### config.mk
export PLATFORM = sky130hd
export DESIGN_NAME = store_buffer
export DESIGN_NICKNAME = d
export VERILOG_FILES = /design/src/rtl/store_buffer.sv
export SDC_FILE = /design/constraint.sdc
export NUM_CORES = 1
export LEC_CHECK = 0
export BUFFER_PORTS_ARGS = -buffer_cell sky130_fd_sc_hd__buf_2
export CAP_MARGIN = 20
export CORE_UTILIZATION = 50
export CTS_CLUSTER_DIAMETER = 30
export DETAILED_ROUTE_END_ITERATION = 10
export PLACE_DENSITY = 0.8
export SLEW_MARGIN = 20
export SYNTH_ARGS = -nofsm -noshare
export SYNTH_HDL_FRONTEND = slang
export SYNTH_SLANG_ARGS = --single-unit
### constraint.sdc
create_clock -name clk -period 5.4 [get_ports clk]
set_clock_uncertainty 0.2 [all_clocks]
set_input_delay 0.54 -clock clk [delete_from_list [all_inputs] [get_ports clk]]
set_output_delay 0.54 -clock clk [all_outputs]
set_load 0.02 [all_outputs]
### src/rtl/store_buffer.sv
module store_buffer #(
  parameter int AW    = 8,
  parameter int DW    = 16,
  parameter int DEPTH = 8
) (
  input  logic          clk,
  input  logic          rst_n,
  input  logic          req_valid,
  output logic          req_ready,
  input  logic [2:0]    req_op,
  input  logic [AW-1:0] req_addr,
  input  logic [DW-1:0] req_data,
  output logic          rsp_valid,
  output logic [DW-1:0] rsp_data,
  output logic          rsp_fwd,
  output logic          mem_valid,
  input  logic          mem_ready,
  output logic          mem_we,
  output logic [AW-1:0] mem_addr,
  output logic [DW-1:0] mem_wdata,
  input  logic          mem_rvalid,
  input  logic [DW-1:0] mem_rdata
);
  localparam int PW = $clog2(DEPTH);
  localparam int CW = $clog2(DEPTH + 1);
  localparam logic [PW:0]   DEPW = (PW+1)'(DEPTH);
  localparam logic [CW-1:0] FULLC = CW'(DEPTH);
  localparam logic [2:0] OP_LD = 3'd0, OP_ST = 3'd1, OP_FN = 3'd2, OP_LA = 3'd3, OP_SR = 3'd4;

  logic [AW-1:0] q_addr [DEPTH];
  logic [DW-1:0] q_data [DEPTH];
  logic [DEPTH-1:0] q_rel;
  logic [PW-1:0] rd_ptr, wr_ptr;
  logic [CW-1:0] count, count_n, rel_cnt;
  logic fence_wait, ld_busy, ld_acq, ld_sent, hold_st;
  logic [AW-1:0] ld_addr;

  wire is_st = (req_op == OP_ST) || (req_op == OP_SR);
  wire is_ld = (req_op == OP_LD) || (req_op == OP_LA);
  wire full  = (count == FULLC);
  wire empty = (count == '0);
  wire rel_q = (rel_cnt != '0);

  always_comb begin
    if (fence_wait)   req_ready = 1'b0;
    else if (ld_busy) req_ready = !ld_acq && req_op == OP_ST && !full && !rel_q;
    else if (is_st)   req_ready = !full;
    else              req_ready = 1'b1;
  end

  wire acc = req_valid && req_ready;

  logic          hit;
  logic [DW-1:0] hit_data;
  logic [PW:0]   slot;
  always_comb begin
    hit = 1'b0;
    hit_data = '0;
    slot = '0;
    for (int i = 0; i < DEPTH; i++) begin
      slot = {1'b0, rd_ptr} + (PW+1)'(i);
      if (slot >= DEPW) slot = slot - DEPW;
      if (CW'(i) < count && q_addr[slot[PW-1:0]] == req_addr) begin
        hit = 1'b1;
        hit_data = q_data[slot[PW-1:0]];
      end
    end
  end

  wire st_prio = fence_wait || rel_q;
  wire sel_ld  = ld_busy && !ld_sent && !rel_q && !hold_st && !(st_prio && !empty);
  assign mem_valid = sel_ld || !empty;
  assign mem_we    = !sel_ld;
  assign mem_addr  = sel_ld ? ld_addr : q_addr[rd_ptr];
  assign mem_wdata = q_data[rd_ptr];

  wire push  = acc && is_st;
  wire pop   = mem_valid && mem_ready && mem_we;
  wire ld_go = mem_valid && mem_ready && !mem_we;
  wire ld_in = acc && is_ld && !hit;
  assign count_n = count + CW'(push) - CW'(pop);

  always_ff @(posedge clk) begin
    if (push) begin
      q_addr[wr_ptr] <= req_addr;
      q_data[wr_ptr] <= req_data;
      q_rel[wr_ptr]  <= (req_op == OP_SR);
    end
  end

  always_ff @(posedge clk) begin
    if (!rst_n) begin
      rd_ptr <= '0; wr_ptr <= '0; count <= '0; rel_cnt <= '0;
      fence_wait <= 1'b0; ld_busy <= 1'b0; ld_acq <= 1'b0; ld_sent <= 1'b0;
      ld_addr <= '0; hold_st <= 1'b0;
      rsp_valid <= 1'b0; rsp_data <= '0; rsp_fwd <= 1'b0;
    end else begin
      if (push) wr_ptr <= (wr_ptr == PW'(DEPTH-1)) ? '0 : wr_ptr + 1'b1;
      if (pop)  rd_ptr <= (rd_ptr == PW'(DEPTH-1)) ? '0 : rd_ptr + 1'b1;
      count   <= count_n;
      rel_cnt <= rel_cnt + CW'(push && req_op == OP_SR) - CW'(pop && q_rel[rd_ptr]);
      fence_wait <= (fence_wait || (acc && req_op == OP_FN)) && (count_n != '0);
      hold_st <= mem_valid && mem_we && !mem_ready;
      if (ld_in) begin
        ld_busy <= 1'b1;
        ld_acq  <= (req_op == OP_LA);
        ld_addr <= req_addr;
        ld_sent <= 1'b0;
      end else begin
        if (ld_go) ld_sent <= 1'b1;
        if (mem_rvalid && ld_sent) begin
          ld_busy <= 1'b0;
          ld_sent <= 1'b0;
        end
      end
      rsp_valid <= (acc && is_ld && hit) || (mem_rvalid && ld_sent);
      rsp_fwd   <= acc && is_ld && hit;
      if (acc && is_ld && hit)     rsp_data <= hit_data;
      else if (mem_rvalid && ld_sent) rsp_data <= mem_rdata;
    end
  end
endmodule

==> results.json <==
{
  "status": "complete, no violations",
  "hold_class": "in2reg",
  "r2r-end": "rsp_data[14]",
  "grt.total_usage": 0.301,
  "remaining_drc_errors": 0,
  "setup_violations": 0,
  "drv_slew": 0,
  "coreArea_um2": 37800,
  "ys_ff_latch": 248,
  "r2r-start": "rd_ptr[1]",
  "first_global_vias": 15000,
  "ys_warn_count": 0,
  "fp-row-count": 71,
  "yosysTopAreaCellShare": 0.312,
  "fin_crit_ns": 5.11,
  "synth_edf_count": 200,
  "required_ns": 5.62,
  "grt_use_met2": 0.464,
  "startpoint_type": "flip-flop",
  "wl_um": 58700,
  "min_period_over_period": 0.946,
  "cts_root_buffer": "clkbuf_16",
  "clk_pin_slew_ns": 0.05,
  "final_layout_size_suffix_gt1_frac": 0.337,
  "finalPower_mw": 9.29,
  "synthTopCellsByCount": "mux4_2, edfxtp_1, nand2_1",
  "setup_slack_ns": 0.292,
  "worst_pin_slew_ns": 1.08,
  "whs_endpoint": "q_data[2][8]",
  "synthFlopType": "edfxtp_1",
  "yosysSeqAreaShare": 0.362,
  "max-vdd-ir-drop_mv": 0.234,
  "syn_nets": 1581,
  "wl_per_cell_um": 27.6,
  "grt_use_met1": 0.394,
  "antenna_found_initial": 2,
  "first_iter_violations": 2346,
  "synth.most_common_cell": "mux4_2",
  "synth.area.top_cells": "edfxtp_1, mux4_2, mux2i_1",
  "grt_use_met3": 0.0646,
  "io_pins": 93,
  "clock_path_buffers": 3,
  "fin_nets": 1641,
  "grt_pass1_wl_um": 89200,
  "p_leak_nw": 7.35,
  "via_per_inst": 7.26,
  "crit_fanout": 36,
  "crit_path_end_kind": "flip-flop",
  "grt.overflow.total": 0,
  "tns_ns": 0,
  "hpwl_um": 37400,
  "fillers": 2887,
  "syn_to_final_growth_pct": 13.6,
  "worstHoldStart": "req_data[8]",
  "async_flop_share": 0,
  "drtPass1Iterations": 8,
  "whs_ns": 0.0126,
  "die_w_um": 198,
  "report.final.hold_viol_count": 0,
  "grt_max_degree": 71,
  "synthCells": 1513,
  "worstHoldPathCells": 1,
  "rsz0062_at_grt": "no",
  "ff2ff_path_depth": 12,
  "dp_slack_ns": 0.348,
  "critPathKind": "reg2reg",
  "cts_buffers": 50,
  "crit_arrival_ns": 5.33,
  "syn_area_um2": 19300,
  "clkLatencyLatePin_ns": 0.59,
  "vias": 15500,
  "max-slew-margin-rel": 0.280,
  "synth_top_cell_by_area": "edfxtp_1",
  "htreeDepth": 2,
  "maxCapViolations": 0,
  "synthesis.area_per_instance_um2": 12.7,
  "busiest_layer": "met2",
  "start_util": 0.510,
  "io_buffers": 92,
  "cts_setup_buffers": 0,
  "fmax_mhz": 196,
  "powerDensity_nw_per_um2": 424,
  "antenna_left": 0,
  "cts_tree": "yes",
  "rrSetupSlack_ns": 0.29,
  "gp_congestion": 0.976,
  "cts_sinks": 248,
  "ys_types": 76,
  "fp.dieH_um": 198,
  "dieArea_um2": 39300
}
## logic make-up (layout without fill, tap and decap cells)
family,count (synthesis),count (layout),share of synthesized area
muxes,440,440,0.384
and+or+nand+nor,369,369,0.0928
DFF,248,248,0.362
AOI/OAI and AO/OA,202,202,0.0764
buffers and inverters,167,269,0.0407
xor gates and xnor gates,67,67,0.0308
adders and majority gates,20,20,0.0138
other,0,3,0
## registers in the layout, indices dropped and copies added (netlist names), named ones only
register,count
rsp_fwd,1
ld_addr,8
q_addr,64
ld_busy,1
ld_sent,1
rsp_valid,1
rel_cnt,4
q_rel,8
fence_wait,1
count,4
wr_ptr,3
rd_ptr,3
hold_st,1
q_data,128
rsp_data,16
ld_acq,1
## stage by stage
step,utilization,cells,cell area [um2]
2_1_floorplan,-,1513,19300
3_3_place_gp,0.535,2030,20200
3_5_place_dp,0.535,2030,20200
4_1_cts,0.579,2125,21900
5_1_grt,0.580,2127,21900
6_report,0.580,2129,21900
## worst max-delay path, cell delays in order (launching register included)
cell and delay (ns):
dfxtp_4 0.65, inv_1 0.14, ha_4 0.51, buf_12 0.26, buf_4 0.56, mux4_2 0.42, xnor2_1 0.14, a21oi_1 0.17
nand4_1 0.21, o211ai_2 0.42, o41a_4 0.37, nand2b_1 0.65, o22ai_1 0.22
## area by class of cell
type | count | area (um2) | share of cell area
Multi-Input combinational cell | 1098 | 11600 | 0.532
Sequential cell | 248 | 6980 | 0.319
Clock inverter | 39 | 344 | 0.0157
Clock buffer | 55 | 1290 | 0.0589
Inverter | 35 | 131 | 0.00600
Timing Repair Buffer | 140 | 863 | 0.0394
Antenna cell | 3 | 7.51 | 0.000343
Tap cell | 511 | 639 | 0.0292
## per-layer routing
| layer | wire length (um) | part of all wire |
|---|---|---|
| met1 | 20600 | 0.35 |
| met2 | 27300 | 0.46 |
| met3 | 7600 | 0.13 |
| met4 | 3230 | 0.055 |
| met5 | 0 | 0 |
## where the power goes
group          total [mW]  internal (mW)  switching (mW)
Sequential           2.27           2.14           0.134
Combinational        4.06           1.91            2.15
Clock                2.96           1.88            1.07
## placed cells by master (no fill, tap or decap), types with 11 or more instances in the layout
master | Yosys | layout
mux4_2 | 232 | 232
edfxtp_1 | 200 | 200
nand2_1 | 172 | 171
mux2i_1 | 147 | 147
buf_2 | 36 | 92
mux2_2 | 59 | 59
clkbuf_16 | 0 | 50
xnor2_1 | 49 | 48
dfxtp_1 | 48 | 43
buf_4 | 10 | 43
a21oi_1 | 39 | 39
nand3_1 | 37 | 37
inv_1 | 35 | 35
nor2_1 | 39 | 33
nor2b_1 | 24 | 24
and3_1 | 23 | 23
o22ai_1 | 22 | 22
o21ai_0 | 21 | 21
ha_1 | 18 | 17
xor2_1 | 17 | 15
a22oi_1 | 12 | 12
a221oi_1 | 12 | 12
nor3_1 | 13 | 11
a32oi_1 | 11 | 11
o311ai_0 | 11 | 11
## how the worst max path moves through the flow
stage               cells past startpoint      start            to  slack (ns)
floorplan                              21  rd_ptr[1]  rsp_data[12]        0.14
CTS                                    10  rd_ptr[1]  rsp_data[14]        0.32
global placement                       10  rd_ptr[1]   rsp_data[4]        0.47
finish                                 12  rd_ptr[1]  rsp_data[14]        0.29
detailed placement                     10  rd_ptr[1]  rsp_data[14]        0.35
global route                           12  rd_ptr[1]  rsp_data[14]        0.08
## what timing repair did
item / in CTS / in global routing
hold buffers: 1 / 0
gates resized for setup: 0 / 1
endpoints found under the setup margin: 0 / 1
hold endpoints to repair: 1 / 0
Power figures use the tool's default switching activity.
